===== src/rtl/ctx_pkg.sv =====
package ctx_pkg;

    localparam int WORD_W    = 12;
    localparam int ADDR_W    = 15;
    localparam int FIELD_W   = 3;
    localparam int LVL_W     = 4;
    localparam int XF_W      = 5;
    localparam int FRAME_LEN = 5;
    localparam int STEP_W    = $clog2(FRAME_LEN);
    localparam int LAST_SLOT = FRAME_LEN - 1;
    localparam int PJ_ADV    = 2;

    // slot order inside a frame: the pop reads the AC slot last
    localparam int SLOT_AC   = 0;
    localparam int SLOT_PC   = 1;
    localparam int SLOT_STAT = 2;
    localparam int SLOT_MQ   = 3;
    localparam int SLOT_FLD  = 4;

    localparam int STAT_MODE_BIT = 0;
    localparam int STAT_FLOW_BIT = 1;
    localparam int STAT_LINK_BIT = 2;
    localparam int STAT_LVL_LSB  = 8;
    localparam int FLD_UF_BIT    = 1;
    localparam int FLD_IF_LSB    = 2;
    localparam int FLD_DF_LSB    = 7;

    typedef logic [WORD_W-1:0]                 word_t;
    typedef logic [ADDR_W-1:0]                 addr_t;
    typedef logic [STEP_W-1:0]                 step_t;
    typedef logic [FRAME_LEN-1:0][WORD_W-1:0]  frame_t;

    typedef struct packed {
        logic [WORD_W-1:0] ac;
        logic [WORD_W-1:0] pc;
        logic [WORD_W-1:0] mq;
        logic              alt_mode;
        logic              flow;
        logic              link;
        logic [LVL_W-1:0]  level;
        logic              uf;
        logic [XF_W-1:0]   ifld;
        logic [XF_W-1:0]   dfld;
    } ctx_t;

    typedef enum logic [1:0] {
        SEQ_IDLE = 2'd0,
        SEQ_PUSH = 2'd1,
        SEQ_POP  = 2'd2,
        SEQ_DONE = 2'd3
    } seq_state_e;

    typedef enum logic [1:0] {
        OP_NONE = 2'd0,
        OP_IRQ  = 2'd1,
        OP_PJ   = 2'd2,
        OP_REST = 2'd3
    } op_e;

    function automatic word_t pack_status(input ctx_t c);
        word_t w;
        w = '0;
        w[STAT_MODE_BIT]              = c.alt_mode;
        w[STAT_FLOW_BIT]              = c.flow;
        w[STAT_LINK_BIT]              = c.link;
        w[STAT_LVL_LSB +: LVL_W]      = c.level;
        return w;
    endfunction

    function automatic word_t pack_fields(input ctx_t c);
        word_t w;
        w = '0;
        w[FLD_UF_BIT]                 = c.uf;
        w[FLD_IF_LSB +: XF_W]         = c.ifld;
        w[FLD_DF_LSB +: XF_W]         = c.dfld;
        return w;
    endfunction

    function automatic frame_t to_frame(input ctx_t c);
        frame_t f;
        f[SLOT_AC]   = c.ac;
        f[SLOT_PC]   = c.pc;
        f[SLOT_STAT] = pack_status(c);
        f[SLOT_MQ]   = c.mq;
        f[SLOT_FLD]  = pack_fields(c);
        return f;
    endfunction

    function automatic ctx_t from_frame(input frame_t f);
        ctx_t c;
        c.ac       = f[SLOT_AC];
        c.pc       = f[SLOT_PC];
        c.mq       = f[SLOT_MQ];
        c.alt_mode = f[SLOT_STAT][STAT_MODE_BIT];
        c.flow     = f[SLOT_STAT][STAT_FLOW_BIT];
        c.link     = f[SLOT_STAT][STAT_LINK_BIT];
        c.level    = f[SLOT_STAT][STAT_LVL_LSB +: LVL_W];
        c.uf       = f[SLOT_FLD][FLD_UF_BIT];
        c.ifld     = f[SLOT_FLD][FLD_IF_LSB +: XF_W];
        c.dfld     = f[SLOT_FLD][FLD_DF_LSB +: XF_W];
        return c;
    endfunction

endpackage


===== src/rtl/ctx_sp_counter.sv =====
module ctx_sp_counter #(
    parameter int W = 15
) (
    input  logic         clk,
    input  logic         rst,
    input  logic         load,
    input  logic [W-1:0] load_val,
    input  logic         inc,
    input  logic         dec,
    output logic [W-1:0] sp
);

    // one flat counter: carries ripple across the field boundary
    always_ff @(posedge clk) begin
        if (rst) begin
            sp <= '0;
        end else if (load) begin
            sp <= load_val;
        end else if (inc) begin
            sp <= sp + 1'b1;
        end else if (dec) begin
            sp <= sp - 1'b1;
        end
    end

    // the control never asks for both directions at once
    a_r5_single_direction: assert property (@(posedge clk) disable iff (rst)
        !(inc && dec));

    // increment from all-ones wraps to zero
    a_r5_wrap_up: assert property (@(posedge clk) disable iff (rst)
        (inc && !load && (sp == {W{1'b1}})) |=> (sp == '0));

    // decrement from zero wraps to all-ones
    a_r5_wrap_down: assert property (@(posedge clk) disable iff (rst)
        (dec && !inc && !load && (sp == '0)) |=> (sp == {W{1'b1}}));

endmodule


===== src/rtl/ctx_word_sel.sv =====
module ctx_word_sel
    import ctx_pkg::*;
(
    input  frame_t frame,
    input  step_t  step,
    output word_t  word
);

    logic [FRAME_LEN-1:0] hit;

    for (genvar g = 0; g < FRAME_LEN; g++) begin : g_slot
        assign hit[g] = (step == STEP_W'(g));
    end

    always_comb begin
        word = '0;
        for (int i = 0; i < FRAME_LEN; i++) begin
            word = word | (frame[i] & {WORD_W{hit[i]}});
        end
    end

endmodule


===== src/rtl/ctx_seq_ctrl.sv =====
module ctx_seq_ctrl
    import ctx_pkg::*;
(
    input  logic       clk,
    input  logic       rst,
    input  logic       irq_push,
    input  logic       pj_req,
    input  logic       rest_pending,
    input  logic       interruptible,
    input  logic       brk_grant,
    output seq_state_e state,
    output step_t      step,
    output op_e        start_op,
    output logic       access,
    output logic       last_access
);

    localparam step_t LAST_STEP = step_t'(LAST_SLOT);

    // arbitration among requests, only evaluated while idle
    always_comb begin
        start_op = OP_NONE;
        if (state == SEQ_IDLE) begin
            if (irq_push) begin
                start_op = OP_IRQ;
            end else if (pj_req) begin
                start_op = OP_PJ;
            end else if (rest_pending && interruptible) begin
                start_op = OP_REST;
            end
        end
    end

    assign access      = ((state == SEQ_PUSH) || (state == SEQ_POP)) && brk_grant;
    assign last_access = access && (step == LAST_STEP);

    always_ff @(posedge clk) begin
        if (rst) begin
            state <= SEQ_IDLE;
            step  <= '0;
        end else begin
            unique case (state)
                SEQ_IDLE: begin
                    step <= '0;
                    if ((start_op == OP_IRQ) || (start_op == OP_PJ)) begin
                        state <= SEQ_PUSH;
                    end else if (start_op == OP_REST) begin
                        state <= SEQ_POP;
                    end
                end
                SEQ_PUSH, SEQ_POP: begin
                    if (access) begin
                        if (step == LAST_STEP) begin
                            state <= SEQ_DONE;
                            step  <= '0;
                        end else begin
                            step <= step + 1'b1;
                        end
                    end
                end
                SEQ_DONE: begin
                    state <= SEQ_IDLE;
                end
                default: state <= SEQ_IDLE;
            endcase
        end
    end

    // no pop may begin while the processor is not interruptible
    a_r9_hold_restore: assert property (@(posedge clk) disable iff (rst)
        ((state == SEQ_IDLE) && !interruptible) |=> (state != SEQ_POP));

    // an interrupt request in an idle cycle always starts a push
    a_r11_irq_first: assert property (@(posedge clk) disable iff (rst)
        ((state == SEQ_IDLE) && irq_push) |=> (state == SEQ_PUSH));

    // a request arriving mid-sequence does not restart it
    a_r11_no_restart: assert property (@(posedge clk) disable iff (rst)
        ((state == SEQ_PUSH) && !brk_grant) |=> (state == SEQ_PUSH) && $stable(step));

    // the completion state lasts one cycle
    a_r12_done_once: assert property (@(posedge clk) disable iff (rst)
        (state == SEQ_DONE) |=> (state == SEQ_IDLE));

endmodule


===== src/rtl/ctx_stack_seq.sv =====
module ctx_stack_seq
    import ctx_pkg::*;
(
    input  logic        clk,
    input  logic        rst,
    input  logic        sp_load,
    input  logic [14:0] sp_load_val,
    output logic [14:0] sp_value,
    input  logic        irq_push,
    input  logic [14:0] irq_vector,
    input  logic        pj_req,
    input  logic [2:0]  pj_field,
    input  logic [11:0] pj_addr,
    input  logic        rest_req,
    input  logic        interruptible,
    output logic        brk_req,
    input  logic        brk_grant,
    output logic [14:0] mem_addr,
    output logic [11:0] mem_wdata,
    output logic        mem_we,
    input  logic [11:0] mem_rdata,
    input  logic [11:0] in_ac,
    input  logic [11:0] in_pc,
    input  logic [11:0] in_mq,
    input  logic        in_alt_mode,
    input  logic        in_flow,
    input  logic        in_link,
    input  logic [3:0]  in_level,
    input  logic        in_uf,
    input  logic [4:0]  in_ifld,
    input  logic [4:0]  in_dfld,
    output logic        out_valid,
    output logic [11:0] out_ac,
    output logic [11:0] out_pc,
    output logic [11:0] out_mq,
    output logic        out_alt_mode,
    output logic        out_flow,
    output logic        out_link,
    output logic [3:0]  out_level,
    output logic        out_uf,
    output logic [4:0]  out_ifld,
    output logic [4:0]  out_dfld
);

    localparam step_t LAST_STEP = step_t'(LAST_SLOT);
    localparam int    OFF_W     = ADDR_W - FIELD_W;

    seq_state_e state;
    step_t      step;
    op_e        start_op;
    logic       access;
    logic       last_access;
    logic       busy;
    logic       rest_pending;

    addr_t      sp;
    ctx_t       live_ctx;
    ctx_t       cap_ctx;
    ctx_t       push_res;
    ctx_t       res_ctx;
    frame_t     push_frame;
    frame_t     rbuf;
    frame_t     rd_frame;
    word_t      push_word;
    step_t      rd_slot;

    logic [OFF_W-1:0]   tgt_pc;
    logic [FIELD_W-1:0] tgt_field;
    logic               tgt_irq;

    ctx_seq_ctrl u_ctrl (
        .clk           (clk),
        .rst           (rst),
        .irq_push      (irq_push),
        .pj_req        (pj_req),
        .rest_pending  (rest_pending),
        .interruptible (interruptible),
        .brk_grant     (brk_grant),
        .state         (state),
        .step          (step),
        .start_op      (start_op),
        .access        (access),
        .last_access   (last_access)
    );

    assign busy = (state == SEQ_PUSH) || (state == SEQ_POP);

    ctx_sp_counter #(.W(ADDR_W)) u_sp (
        .clk      (clk),
        .rst      (rst),
        .load     (sp_load && !busy),
        .load_val (sp_load_val),
        .inc      (access && (state == SEQ_PUSH)),
        .dec      (access && (state == SEQ_POP)),
        .sp       (sp)
    );

    // live context as seen on the inputs this cycle
    always_comb begin
        live_ctx.ac       = in_ac;
        live_ctx.pc       = in_pc;
        live_ctx.mq       = in_mq;
        live_ctx.alt_mode = in_alt_mode;
        live_ctx.flow     = in_flow;
        live_ctx.link     = in_link;
        live_ctx.level    = in_level;
        live_ctx.uf       = in_uf;
        live_ctx.ifld     = in_ifld;
        live_ctx.dfld     = in_dfld;
    end

    // a restore request is remembered until a pop is launched
    always_ff @(posedge clk) begin
        if (rst) begin
            rest_pending <= 1'b0;
        end else begin
            rest_pending <= rest_req || (rest_pending && (start_op != OP_REST));
        end
    end

    // snapshot of the context and jump target at push acceptance
    always_ff @(posedge clk) begin
        if (rst) begin
            cap_ctx   <= '0;
            tgt_pc    <= '0;
            tgt_field <= '0;
            tgt_irq   <= 1'b0;
        end else if (start_op == OP_IRQ) begin
            cap_ctx   <= live_ctx;
            tgt_pc    <= irq_vector[OFF_W-1:0];
            tgt_field <= irq_vector[ADDR_W-1:OFF_W];
            tgt_irq   <= 1'b1;
        end else if (start_op == OP_PJ) begin
            cap_ctx    <= live_ctx;
            cap_ctx.pc <= in_pc + WORD_W'(PJ_ADV);
            tgt_pc     <= pj_addr;
            tgt_field  <= pj_field;
            tgt_irq    <= 1'b0;
        end
    end

    // write side: frame of the snapshot, one word per granted cycle
    assign push_frame = to_frame(cap_ctx);

    ctx_word_sel u_wsel (
        .frame (push_frame),
        .step  (step),
        .word  (push_word)
    );

    // read side: a pop walks the slots from the top of the frame down
    assign rd_slot = LAST_STEP - step;

    always_ff @(posedge clk) begin
        if (rst) begin
            rbuf <= '0;
        end else if (access && (state == SEQ_POP)) begin
            rbuf[rd_slot] <= mem_rdata;
        end
    end

    always_comb begin
        rd_frame          = rbuf;
        rd_frame[SLOT_AC] = mem_rdata;
    end

    always_comb begin
        push_res          = cap_ctx;
        push_res.pc       = tgt_pc;
        push_res.ifld     = XF_W'(tgt_field);
        push_res.alt_mode = tgt_irq ? 1'b0 : cap_ctx.alt_mode;
    end

    always_ff @(posedge clk) begin
        if (rst) begin
            res_ctx <= '0;
        end else if (last_access) begin
            res_ctx <= (state == SEQ_POP) ? from_frame(rd_frame) : push_res;
        end
    end

    // memory side
    assign brk_req   = busy;
    assign mem_we    = access && (state == SEQ_PUSH);
    assign mem_addr  = (state == SEQ_POP) ? (sp - 1'b1) : sp;
    assign mem_wdata = push_word;
    assign sp_value  = sp;

    // result side
    assign out_valid    = (state == SEQ_DONE);
    assign out_ac       = res_ctx.ac;
    assign out_pc       = res_ctx.pc;
    assign out_mq       = res_ctx.mq;
    assign out_alt_mode = res_ctx.alt_mode;
    assign out_flow     = res_ctx.flow;
    assign out_link     = res_ctx.link;
    assign out_level    = res_ctx.level;
    assign out_uf       = res_ctx.uf;
    assign out_ifld     = res_ctx.ifld;
    assign out_dfld     = res_ctx.dfld;

    // each granted push cycle advances the pointer by one
    a_r1_push_advance: assert property (@(posedge clk) disable iff (rst)
        (mem_we) |=> (sp_value == $past(sp_value) + 15'd1));

    // each granted pop cycle retreats the pointer by one
    a_r8_pop_retreat: assert property (@(posedge clk) disable iff (rst)
        (brk_req && brk_grant && !mem_we) |=> (sp_value == $past(sp_value) - 15'd1));

    // a withheld grant freezes the pointer
    a_r4_stall_holds: assert property (@(posedge clk) disable iff (rst)
        (brk_req && !brk_grant) |=> $stable(sp_value));

    // a load during a sequence is dropped
    a_r11_load_blocked: assert property (@(posedge clk) disable iff (rst)
        (brk_req && sp_load && !brk_grant) |=> $stable(sp_value));

    // completion follows a granted access
    a_r12_valid_after_grant: assert property (@(posedge clk) disable iff (rst)
        $rose(out_valid) |-> $past(brk_grant && brk_req));

    // single-cycle completion strobe
    a_r12_valid_pulse: assert property (@(posedge clk) disable iff (rst)
        out_valid |=> !out_valid);

endmodule


===== config.mk =====
export PLATFORM = sky130hd
export DESIGN_NAME = ctx_stack_seq
export DESIGN_NICKNAME = d
export VERILOG_FILES = /design/src/rtl/ctx_pkg.sv /design/src/rtl/ctx_sp_counter.sv /design/src/rtl/ctx_word_sel.sv /design/src/rtl/ctx_seq_ctrl.sv /design/src/rtl/ctx_stack_seq.sv
export SDC_FILE = /design/constraint.sdc
export NUM_CORES = 1
export LEC_CHECK = 0
export ABC_AREA = 1
export BUFFER_PORTS_ARGS = -buffer_cell sky130_fd_sc_hd__buf_2
export CAP_MARGIN = 20
export CORE_UTILIZATION = 30
export CTS_BUF_LIST = sky130_fd_sc_hd__clkbuf_8
export DETAILED_ROUTE_END_ITERATION = 10
export HOLD_SLACK_MARGIN = 0.15
export PLACE_DENSITY = 0.52
export RECOVER_POWER = 50
export SETUP_SLACK_MARGIN = 0.15
export SYNTH_ARGS = -nofsm -noshare
export SYNTH_HDL_FRONTEND = slang
export SYNTH_HIERARCHICAL = 1
export SYNTH_SLANG_ARGS = --single-unit

===== constraint.sdc =====
create_clock -name clk -period 3.6 [get_ports clk]
set_input_delay 0.72 -clock clk [delete_from_list [all_inputs] [get_ports clk]]
set_output_delay 0.72 -clock clk [all_outputs]
set_load 0.05 [all_outputs]

==> impl_results.rst <==
.. list-table::
   :header-rows: 1

   * - Metric
     - Value
   * - Result of the run
     - finished, violations left
   * - Violations in the final reports
     - capacitance limit, slew limit
   * - Reg2reg setup slack
     - 440 ps
   * - Critical path start-end classification
     - register to output port
   * - Worst hold stages
     - 2
   * - Longest Clk Path Bufs
     - 2
   * - Number of design rule violations left after detail routing
     - 0
   * - Global-route wire length before repair
     - 51.7 mm
   * - Path type of the worst min-delay path
     - register to register
   * - Arrival time worst endpoint
     - 2490 ps
   * - Synthesized netlist cell count
     - around 1500
   * - Diode insertion count for antenna repair
     - 0
   * - Die area
     - 34700 um2
   * - Hold Violations, Final
     - 0
   * - Highest net fanout along the worst path
     - 32
   * - Clk slew on worst S/H paths
     - between 100 and 150 ps
   * - HPWL reported at the end of detailed placement
     - 25.1 mm
   * - Nets@finish
     - 1841
   * - Total wirelength of the detailed-routed design
     - around 34 mm
   * - Footprint of the multi-input gates
     - about 5200 um2
   * - Pins over their slew limit
     - 83
   * - Detailed-route wire length per cell
     - 15.7 um
   * - Fin Setup TNS
     - 0 ps
   * - Count of buffers from port buffering
     - 217
   * - Maximum number of pins on one net before global-route repair
     - 97
   * - Die Y
     - between 150 and 200 um
   * - Endpoint type of the worst setup path
     - output port
   * - Number of cells traversed by the worst register-to-register path
     - 9
   * - Routability Congestion
     - 0.833
   * - Core Area
     - 33400 um2
   * - Proportion of synthesized chip area in sequential cells
     - 36.8%
   * - Standard cell area after detailed placement
     - 11600 um2
   * - Antenna violations before repair
     - 0
   * - Number of global-route vias before repair
     - 9146
   * - Synth Register Bits
     - 187
   * - Period utilisation layout
     - 89.3%
   * - Ports placed on the boundary
     - 218
   * - Floorplan die width
     - between 150 and 200 um
   * - Power per cell area
     - 809 nW/um2
   * - Actual transition at the worst max-transition pin
     - 1780 ps
   * - Filler instances
     - ~3700
   * - GRT overflow
     - 0
   * - Most common cell after layout, fill and taps aside
     - nand2_1
   * - Worst Hold Endpoint
     - out_ifld[4]$_SDFFE_PP0P_
   * - Start point of the worst min-delay path
     - rbuf[54]$_SDFFE_PP0P_
   * - Count of H-tree levels built during CTS
     - 4
   * - Violation count after the first detailed-route iteration
     - between 600 and 700
   * - Site row count
     - 67
   * - Highest-count cells in the layout ignoring fill and taps
     - nand2_1 (346), inv_1 (208), nor2_1 (203)
   * - Combined area of all synthesized cells
     - 10200 um2
   * - Cell variety after synth
     - 39
   * - Clock tree from TritonCTS
     - built
   * - Total leakage power
     - 5.85 nW
   * - Max-cap check violation count
     - 1
   * - Clock tree root driver cell
     - clkbuf_8
   * - Clock period minus final worst setup slack
     - 3210 ps
   * - Final setup viols
     - 0
   * - Storage cell area
     - 3740 um2
   * - Via/cell ratio
     - about 4.7
   * - Endpoint of the worst register-to-register path
     - out_ac[2]$_SDFFE_PP0P_
   * - Reg2reg start
     - u_ctrl/state[0]$_SDFFE_PP0P_
   * - Router iterations before antenna repair
     - 5
   * - Max rail drop VDD
     - 482 uV
   * - Yosys warnings
     - 6
   * - Unrepaired setup endpoints after global routing
     - false
   * - Maximum achievable frequency
     - 311 MHz
   * - Starting utilization of the core area
     - 30.4%
   * - Worst rel slew slack
     - -18.7%
   * - Req. time, crit path
     - 2880 ps
   * - GR Util All Layers
     - 19.6%
   * - Vias after detailed routing
     - 10100
   * - Remaining antenna violation count after routing
     - 0
   * - Later-pin clock latency in the skew report
     - 470 ps
   * - CTS Sinks
     - 187
   * - Fraction of final layout cells with drive strength greater than 1
     - between 10 and 15%
   * - Final instance area
     - 11900 um2
   * - Cts bufs inserted
     - 17
   * - Worst clock skew
     - 15.8 ps
   * - Signed area change from the synthesized netlist to the final layout
     - 17.2%
   * - Startpoint type of the worst setup path
     - register
   * - Post-Syn Area per Cell
     - 6.72 um2
## routing by layer
metal	vias to the layer above	wire, um	global-route usage [%]
li1	5202	-	-
met1	4651	16200	27.4
met2	237	15000	30.1
met3	25	2090	4.56
met4	0	586	4.92
met5	-	0	0
## power breakdown
| part | total [mW] | internal [mW] | switching, mW |
|---|---|---|---|
| sequential | 2.86 | 2.46 | 0.404 |
| combinational | 5.13 | 1.51 | 3.63 |
| clock | 1.65 | 0.796 | 0.853 |
## how the worst max path moves through the flow
stage	startpoint	endpoint	slack, ps	cells after the start
after floorplan	u_ctrl/state[0]$_SDFFE_PP0P_	u_sp/sp[13]$_SDFFE_PP0P_	630	18
after global placement	brk_grant	u_sp/sp[13]$_SDFFE_PP0P_	630	17
after detailed placement	u_ctrl/state[0]$_SDFFE_PP0P_	u_sp/sp[13]$_SDFFE_PP0P_	550	18
after CTS	u_ctrl/state[0]$_SDFFE_PP0P_	mem_addr[9]	320	10
after global routing	u_ctrl/state[0]$_SDFFE_PP0P_	mem_addr[9]	160	10
final	u_ctrl/state[0]$_SDFFE_PP0P_	mem_addr[9]	390	10
## cell usage after synthesis
cell | n | share of area, %
a21o_1 | 1 | 0.074
nand2_1 | 344 | 13
nand4_1 | 32 | 2.0
nand3_1 | 103 | 5.1
clkbuf_1 | 31 | 1.1
and2_1 | 1 | 0.062
ha_1 | 26 | 3.2
dfxtp_1 | 187 | 37
nand3b_4 | 1 | 0.20
nand4_4 | 1 | 0.21
o211ai_1 | 98 | 7.2
buf_4 | 8 | 0.59
inv_1 | 209 | 7.7
nor2_2 | 16 | 0.98
nor2_1 | 203 | 7.5
a21oi_2 | 6 | 0.52
a21oi_1 | 62 | 3.0
conb_1 | 1 | 0.037
o21bai_4 | 1 | 0.18
buf_1 | 5 | 0.18
buf_6 | 4 | 0.44
nor3_1 | 3 | 0.15
xor2_1 | 11 | 0.95
nand3b_2 | 1 | 0.11
xnor2_1 | 8 | 0.69
nor2_4 | 2 | 0.22
xnor2_4 | 1 | 0.27
a21oi_4 | 1 | 0.16
nand3_2 | 3 | 0.30
o21ai_1 | 13 | 0.64
nor3_2 | 1 | 0.098
nand2_2 | 5 | 0.31
o21ai_0 | 72 | 3.5
fa_1 | 1 | 0.20
buf_2 | 38 | 1.9
inv_2 | 11 | 0.41
nand3b_1 | 2 | 0.15
a31oi_1 | 1 | 0.062
o21bai_1 | 1 | 0.074
## metrics by stage
stage	utilization, %	setup WS, ps	power, mW	cells	hold slack [ps]
2_1_floorplan	-	630	6.76	1520	429
3_3_place_gp	34.7	630	8.05	2123	445
3_5_place_dp	34.7	550	8.09	2123	446
4_1_cts	36.1	324	9.76	2155	428
5_1_grt	35.7	164	10.4	2156	452
6_report	35.7	387	9.64	2156	454
## worst max-delay path, stage by stage, from the launching register on
cell and delay, ps:
dfxtp_1 350, inv_1 60, ha_1 160, buf_4 360, inv_2 120, nor2_1 100
nand2_1 100, nor2_1 200, nand4_1 150, xor2_1 150, buf_2 280
## registers in the layout (all words and copies together), names as in the netlist, 2 cells and up
| register | cells |
|---|---|
| u_ctrl/step | 3 |
| out_ac | 12 |
| tgt_pc | 12 |
| out_dfld | 5 |
| out_level | 4 |
| u_sp/sp | 15 |
| cap_ctx | 54 |
| out_pc | 12 |
| out_ifld | 5 |
| u_ctrl/state | 2 |
| tgt_field | 3 |
| out_mq | 12 |
| rbuf | 42 |
## layout make-up
class	instances	share of cell area, %
clock buffer	18	2.08
clock inverter	14	1.72
inverter	220	6.98
multi-input combinational	1027	43.2
sequential	187	31.4
tap	448	4.70
timing repair buffer	242	9.90
## kinds of logic after synthesis
group | after synthesis | synth area share (%)
compound gates | 256 | 15.5
xor+xnor | 20 | 1.91
fa+ha+maj | 27 | 3.39
buf+inv | 306 | 12.3
flops | 187 | 36.8
other cells | 1 | 0.0369
simple gates | 718 | 30.0
## timing repair
item / CTS / global route
endpoints found under the setup margin: 0 / 1
gates resized for setup: 0 / 1
hold buffers: 0 / 0
buffers inserted: 0 / 1
(Power assumes the default switching activity.)
